`config.mk`:
```
export PLATFORM = sky130hd
export DESIGN_NAME = rate_sqwave_ctr
export DESIGN_NICKNAME = d
export VERILOG_FILES = /design/src/rtl/rsq_pkg.sv /design/src/rtl/rsq_gate_edge.sv /design/src/rtl/rsq_count_hold.sv /design/src/rtl/rsq_step_engine.sv /design/src/rtl/rate_sqwave_ctr.sv
export SDC_FILE = /design/constraint.sdc
export NUM_CORES = 1
export LEC_CHECK = 0
export CAP_MARGIN = 20
export CORE_UTILIZATION = 50
export CTS_BUF_LIST = sky130_fd_sc_hd__clkbuf_8 sky130_fd_sc_hd__clkbuf_16
export DETAILED_ROUTE_END_ITERATION = 12
export GPL_ROUTABILITY_DRIVEN = 0
export GPL_TIMING_DRIVEN = 0
export MAX_ROUTING_LAYER = met4
export PLACE_DENSITY = 0.69
export SLEW_MARGIN = 40
export SYNTH_ARGS = -nofsm -noshare
export SYNTH_HDL_FRONTEND = slang
export SYNTH_SLANG_ARGS = --single-unit
```
`constraint.sdc`:
```
create_clock -name clk_i -period 2.9 [get_ports clk_i]
set_input_delay 0.58 -clock clk_i [delete_from_list [all_inputs] [get_ports clk_i]]
set_output_delay 0.58 -clock clk_i [all_outputs]
set_load 0.01 [all_outputs]
```
`src/rtl/rsq_pkg.sv`:
```
package rsq_pkg;
  typedef enum logic {
    MODE_RATE   = 1'b0,
    MODE_SQUARE = 1'b1
  } rsq_mode_e;
endpackage

```
`src/rtl/rsq_gate_edge.sv`:
```
module rsq_gate_edge (
  input  logic clk_i,
  input  logic rst_ni,
  input  logic gate_i,
  output logic rise_o
);
  logic gate_q;

  always_ff @(posedge clk_i) begin
    if (!rst_ni) gate_q <= 1'b0;
    else         gate_q <= gate_i;
  end

  // a restart is the first edge with the gate high after it was low
  assign rise_o = gate_i & ~gate_q;
endmodule

```
`src/rtl/rsq_count_hold.sv`:
```
module rsq_count_hold
  import rsq_pkg::*;
#(
  parameter int CW = 16
) (
  input  logic          clk_i,
  input  logic          rst_ni,
  input  logic          wr_i,
  input  logic [CW-1:0] wval_i,
  input  rsq_mode_e     wmode_i,
  input  logic          take_i,
  output logic [CW-1:0] nxt_val_o,
  output rsq_mode_e     nxt_mode_o,
  output logic          pend_o,
  output logic          start_o,
  output logic          err_o
);
  localparam logic [CW-1:0] VAL_ONE = CW'(1);

  logic active_q;
  logic wr_bad, wr_ok;

  // a count of one cannot form a rate period: reject it
  assign wr_bad  = wr_i && (wmode_i == MODE_RATE) && (wval_i == VAL_ONE);
  assign wr_ok   = wr_i && !wr_bad;
  assign start_o = wr_ok && !active_q;

  always_ff @(posedge clk_i) begin
    if (!rst_ni) begin
      nxt_val_o  <= '0;
      nxt_mode_o <= MODE_RATE;
      pend_o     <= 1'b0;
      active_q   <= 1'b0;
      err_o      <= 1'b0;
    end else begin
      // a write in the same cycle as a take becomes the next pending value
      if (wr_ok) begin
        nxt_val_o  <= wval_i;
        nxt_mode_o <= wmode_i;
        pend_o     <= 1'b1;
        active_q   <= 1'b1;
      end else if (take_i) begin
        pend_o <= 1'b0;
      end
      if (wr_bad)     err_o <= 1'b1;
      else if (wr_ok) err_o <= 1'b0;
    end
  end
endmodule

```
`src/rtl/rsq_step_engine.sv`:
```
module rsq_step_engine
  import rsq_pkg::*;
#(
  parameter int CW = 16
) (
  input  logic          clk_i,
  input  logic          rst_ni,
  input  logic          gate_i,
  input  logic          rise_i,
  input  logic          start_i,
  input  logic          pend_i,
  input  logic [CW-1:0] nxt_val_i,
  input  rsq_mode_e     nxt_mode_i,
  output logic          take_o,
  output logic          wave_q_o,
  output logic [CW-1:0] cnt_o,
  output rsq_mode_e     mode_o
);
  localparam logic [CW-1:0] K1 = CW'(1);
  localparam logic [CW-1:0] K2 = CW'(2);
  localparam logic [CW-1:0] K3 = CW'(3);

  logic [CW-1:0] cnt_q, init_q, step, src_val;
  rsq_mode_e     mode_q, src_mode;
  logic          first_q, run_q, need_q;
  logic          load_evt, count_en, at_bound;

  assign load_evt = gate_i && (need_q || (run_q && rise_i));
  assign count_en = run_q && gate_i && !load_evt;

  // odd square counts: first step of the high half is 1, of the low half is 3
  always_comb begin
    if (mode_q == MODE_RATE)          step = K1;
    else if (first_q && init_q[0])    step = wave_q_o ? K1 : K3;
    else                              step = K2;
  end

  always_comb begin
    if (mode_q == MODE_RATE) at_bound = (cnt_q == K1);
    else                     at_bound = (cnt_q != '0) && (cnt_q <= step);
  end

  assign src_val  = pend_i ? nxt_val_i  : init_q;
  assign src_mode = pend_i ? nxt_mode_i : mode_q;
  assign take_o   = pend_i && (load_evt || (count_en && at_bound));
  assign cnt_o    = cnt_q;
  assign mode_o   = mode_q;

  always_ff @(posedge clk_i) begin
    if (!rst_ni) begin
      cnt_q    <= '0;
      init_q   <= '0;
      mode_q   <= MODE_RATE;
      wave_q_o <= 1'b1;
      first_q  <= 1'b0;
      run_q    <= 1'b0;
      need_q   <= 1'b0;
    end else begin
      if (start_i) need_q <= 1'b1;
      if (load_evt) begin
        cnt_q    <= src_val;
        init_q   <= src_val;
        mode_q   <= src_mode;
        wave_q_o <= 1'b1;
        first_q  <= 1'b1;
        run_q    <= 1'b1;
        need_q   <= 1'b0;
      end else if (!gate_i) begin
        wave_q_o <= 1'b1;
      end else if (count_en) begin
        if (at_bound) begin
          cnt_q   <= src_val;
          init_q  <= src_val;
          mode_q  <= src_mode;
          first_q <= 1'b1;
          if (src_mode != mode_q || mode_q == MODE_RATE) wave_q_o <= 1'b1;
          else                                           wave_q_o <= ~wave_q_o;
        end else begin
          cnt_q   <= cnt_q - step;
          first_q <= 1'b0;
          if (mode_q == MODE_RATE && cnt_q == K2) wave_q_o <= 1'b0;
        end
      end
    end
  end
endmodule

```
`src/rtl/rate_sqwave_ctr.sv`:
```
module rate_sqwave_ctr
  import rsq_pkg::*;
#(
  parameter int CW = 16
) (
  input  logic          clk_i,
  input  logic          rst_ni,
  input  logic          gate_i,
  input  logic          ld_stb_i,
  input  logic [CW-1:0] ld_val_i,
  input  logic          mode_i,
  output logic          wave_o,
  output logic          bad_cnt_o
);
  logic          rise, take, pend, start, wave_q;
  logic [CW-1:0] nxt_val, cnt_cur;
  rsq_mode_e     nxt_mode, mode_act;

  rsq_gate_edge u_gate (
    .clk_i (clk_i),
    .rst_ni(rst_ni),
    .gate_i(gate_i),
    .rise_o(rise)
  );

  rsq_count_hold #(.CW(CW)) u_hold (
    .clk_i     (clk_i),
    .rst_ni    (rst_ni),
    .wr_i      (ld_stb_i),
    .wval_i    (ld_val_i),
    .wmode_i   (rsq_mode_e'(mode_i)),
    .take_i    (take),
    .nxt_val_o (nxt_val),
    .nxt_mode_o(nxt_mode),
    .pend_o    (pend),
    .start_o   (start),
    .err_o     (bad_cnt_o)
  );

  rsq_step_engine #(.CW(CW)) u_eng (
    .clk_i     (clk_i),
    .rst_ni    (rst_ni),
    .gate_i    (gate_i),
    .rise_i    (rise),
    .start_i   (start),
    .pend_i    (pend),
    .nxt_val_i (nxt_val),
    .nxt_mode_i(nxt_mode),
    .take_o    (take),
    .wave_q_o  (wave_q),
    .cnt_o     (cnt_cur),
    .mode_o    (mode_act)
  );

  // a low gate forces the output high in the same cycle
  assign wave_o = wave_q | ~gate_i;
endmodule

```
==> results.tsv <==
stage	metric	value	unit
run_status	status	finished clean	
min_path	min_from	u_eng.init_q[15]$_SDFFE_PN0P_	
min_path	hp-class	reg -> reg	
timing	period_needed	2.732	ns
timing	tightest_slew	0.6604	ns
worst_setup_path	timing.critical_path.max_delay_family	simple AND/OR/NAND/NOR gates	
yosys	syn_area	0.002909	mm2
floorplanning	num_rows	27	
global_routing	grt.total_usage	0.2663	
finish	nFillCells	508	
worst_setup_path	path_depth	10	
cts	numCtsBuffers	9	
timing	slew_headroom	0.5597	
floorplanning	start_util	0.5251	
timing	setup_ws	0.1678	ns
yosys	syn_area_per_cell	8.556	um2
global_routing	grt_max_degree	11	
pwr	p_leak	1.312	nW
finish	final_common_cell	dfxtp_1	
global_routing	grt-ovfl-total	0	
pwr	power_density	513.2	mW/mm2
floorplanning	fp.dieW	78.28	um
floorplanning	die_h	78.28	um
cts	postCtsHoldBufs	0	
timing	setup_viol_count_final	0	
global_routing	antenna_found_initial	0	
finish	final_nets	398	
route	drtIter0Drc	177	
yosys	synth_seq_cells	58	
yosys	synthArstFlopShare	0	
route	wl	7189	um
timing	hold_viol_final	0	
worst_setup_path	cp.arrival	2.96	ns
cts	root_buffer	clkbuf_8	
global_routing	first_global_vias	2465	
cts	ctsLongestPathBuffers	2	
min_path	whs_endpoint	u_eng.init_q[15]$_SDFFE_PN0P_	
route	vias_per_cell	5.752	
finish	seq_area	0.001161	mm2
yosys	synth-edff-count	0	
worst_setup_path	critPathKind	reg -> reg	
placed_design	hpwl	5125	um
yosys	synth_ff_type	dfxtp_1	
worst_setup_path	cp_num_buf_inv	1	
cts	htreeDepth	3	
finish	drive_above_1_share	0.1055	
min_path	holdPathStages	2	
pwr	vdd_drop_max	0.3888	mV
timing	drv_slew	0	
worst_setup_path	startpoint_type	flip-flop	
cts	clkLatencyLatePin	0.34	ns
route	drc	0	
yosys	ys_seq_area_frac	0.3991	
worst_setup_path	cp_cell_sequence	nand2_1 -> o21ai_0 -> inv_1 -> fa_1 -> nor2b_1 -> a2111oi_4 -> a31o_4 -> or4_1 -> nand4_1 -> nand3_1	
global_routing	grt_pass1_wl	12030	um
yosys	synth_nets	364	
floorplanning	core	0.005540	mm2
route	vias	2594	
worst_setup_path	reg2reg_slack	0.17	ns
run	maxCapViolCount	0	
route	detail-route-antenna-nets	0	
worst_setup_path	critPathMaxFanout	6	
finish	final_util	0.6150	
worst_setup_path	max_stage_delay	0.50	ns
worst_setup_path	timing.rr.start	u_eng.init_q[0]$_SDFFE_PN0P_	
floorplanning	die_area	0.006127	mm2
finish	final_cell_mix	dfxtp_1, nand2_1, nand3_1, clkdlybuf4s50_1, mux2i_1	
worst_setup_path	critPathRequiredTime	3.13	ns
route	wl_per_cell	15.94	um
worst_setup_path	rr_worst_depth	10	
finish	multiInputGateArea	0.001632	mm2
worst_setup_path	crit_path_end_kind	flip-flop	
floorplanning	ios	23	
yosys	yosysWarnings	0	
cts	clk_pin_slew_worst_paths	0.07	ns
timing	period_share	0.9421	
yosys	synth_cell_types	53	
timing	finClkSkew	0.008247	ns
placed_design	port_buffers	21	
cts	cts.sinks	58	
finish	antenna_cells	0	
timing	max_freq	366.0	MHz
cts	cts_tree	done	
finish	area_growth	17.12	%
route	firstDrtPassIters	5	
placed_design	dp_slack	-0.01188	ns
yosys	synthCells	340	
worst_setup_path	crit_slowest_cell	fa_1	
worst_setup_path	r2r-end	u_eng.cnt_o[11]$_SDFFE_PN0P_	
timing	rsz0062_at_grt	false	
## registers in the layout, indices dropped and copies added (netlist names)
register           count
u_eng.mode_o           1
u_eng.need_q           1
u_eng.init_q          16
u_eng.first_q          1
u_hold.nxt_mode_o      1
u_eng.run_q            1
u_eng.cnt_o           16
u_hold.err_o           1
u_hold.pend_o          1
u_gate.gate_q          1
u_eng.wave_q_o         1
u_hold.nxt_val_o      16
u_hold.active_q        1
## layout make-up
| type | count | share of cell area |
|---|---|---|
| tap | 72 | 0.02644 |
| buffer | 20 | 0.02864 |
| sequential | 58 | 0.3408 |
| clock buffer | 10 | 0.04040 |
| clock inverter | 6 | 0.009916 |
| inverter | 8 | 0.008814 |
| multi-input combinational | 254 | 0.4789 |
| timing repair buffer | 23 | 0.06610 |
## routing by layer
metal  vias to the layer above  part of all wire  track usage
met3                        13             0.057      0.06860
met1                      1204              0.46       0.3256
li1                       1284                 -            -
met5                         -                 0            -
met2                        93              0.47       0.4149
met4                         0             0.017       0.1167
## report_power, final
group	total (mW)	switching, mW	internal (mW)
registers	0.848	0.0242	0.824
clock network	0.657	0.332	0.325
logic	0.243	0.137	0.105
## synth_stat cells, types with 2 or more instances
library cell	number	area, um2
clkbuf_1	9	33.78
buf_2	6	30.03
a21oi_1	5	25.02
dfxtp_1	58	1161
or3_1	5	31.28
inv_1	8	30.03
nor3_1	4	20.02
and2_1	3	18.77
o21ai_1	16	80.08
nor2_1	14	52.55
nand4b_1	2	17.52
mux2_2	8	90.09
buf_1	3	11.26
nor4_1	5	31.28
o21ai_0	14	70.07
nand3_1	25	125.1
o31ai_1	2	15.01
nor4b_1	2	17.52
nand2_1	57	214.0
o221ai_1	2	17.52
o311ai_1	3	26.28
a221o_1	2	20.02
xnor2_1	3	26.28
o211ai_1	2	15.01
nor2b_1	15	93.84
o21a_1	3	22.52
a21o_1	2	15.01
a21boi_1	2	15.01
ha_1	2	25.02
a21boi_0	10	75.07
mux2i_1	20	200.2
or4_1	5	37.54
nand2b_1	3	18.77
## per-stage QoR
step           hold WS, ns  instances  power (mW)  instance area [um2]  setup TNS [ns]
3_3_place_gp        0.4405        433       1.101                 3209               0
2_1_floorplan       0.4342        340       1.022                 2909               0
4_1_cts             0.4522        449       1.760                 3390               0
6_report            0.4539        451       1.749                 3407               0
3_5_place_dp        0.4483        433       1.104                 3209        -0.01188
5_1_grt             0.4719        451       1.829                 3407               0
## tightest hold or removal path, cell delays in order (launching register included)
cell	delay [ns]
dfxtp_1	0.31
nand3_1	0.06
o21ai_1	0.05
## kinds of logic after synthesis
| logic type | share of synthesized area |
|---|---|
| AOI/OAI and AO/OA | 0.1806 |
| xor gates and xnor gates | 0.009034 |
| adders and majority gates | 0.01548 |
| buffers and inverters | 0.04387 |
| DFF | 0.3991 |
| muxes | 0.09979 |
| and+or+nand+nor | 0.2521 |
## timing repair
item	CTS	global route
gates resized for setup	1	1
pin swaps	0	1
gates cloned	0	0
setup endpoints to repair	1	2
endpoints found under the hold margin	0	0
setup buffers	0	2
## how the worst max path moves through the flow
stage                            startpoint                      endpoint
4_1_cts        u_eng.init_q[0]$_SDFFE_PN0P_  u_eng.cnt_o[10]$_SDFFE_PN0P_
6_report       u_eng.init_q[0]$_SDFFE_PN0P_  u_eng.cnt_o[11]$_SDFFE_PN0P_
5_1_grt         u_eng.wave_q_o$_SDFFE_PP1P_  u_eng.cnt_o[11]$_SDFFE_PN0P_
3_3_place_gp   u_eng.init_q[0]$_SDFFE_PN0P_  u_eng.cnt_o[10]$_SDFFE_PN0P_
2_1_floorplan  u_eng.init_q[0]$_SDFFE_PN0P_  u_eng.cnt_o[10]$_SDFFE_PN0P_
3_5_place_dp   u_eng.init_q[0]$_SDFFE_PN0P_  u_eng.cnt_o[10]$_SDFFE_PN0P_
Power figures use the tool's default switching activity.
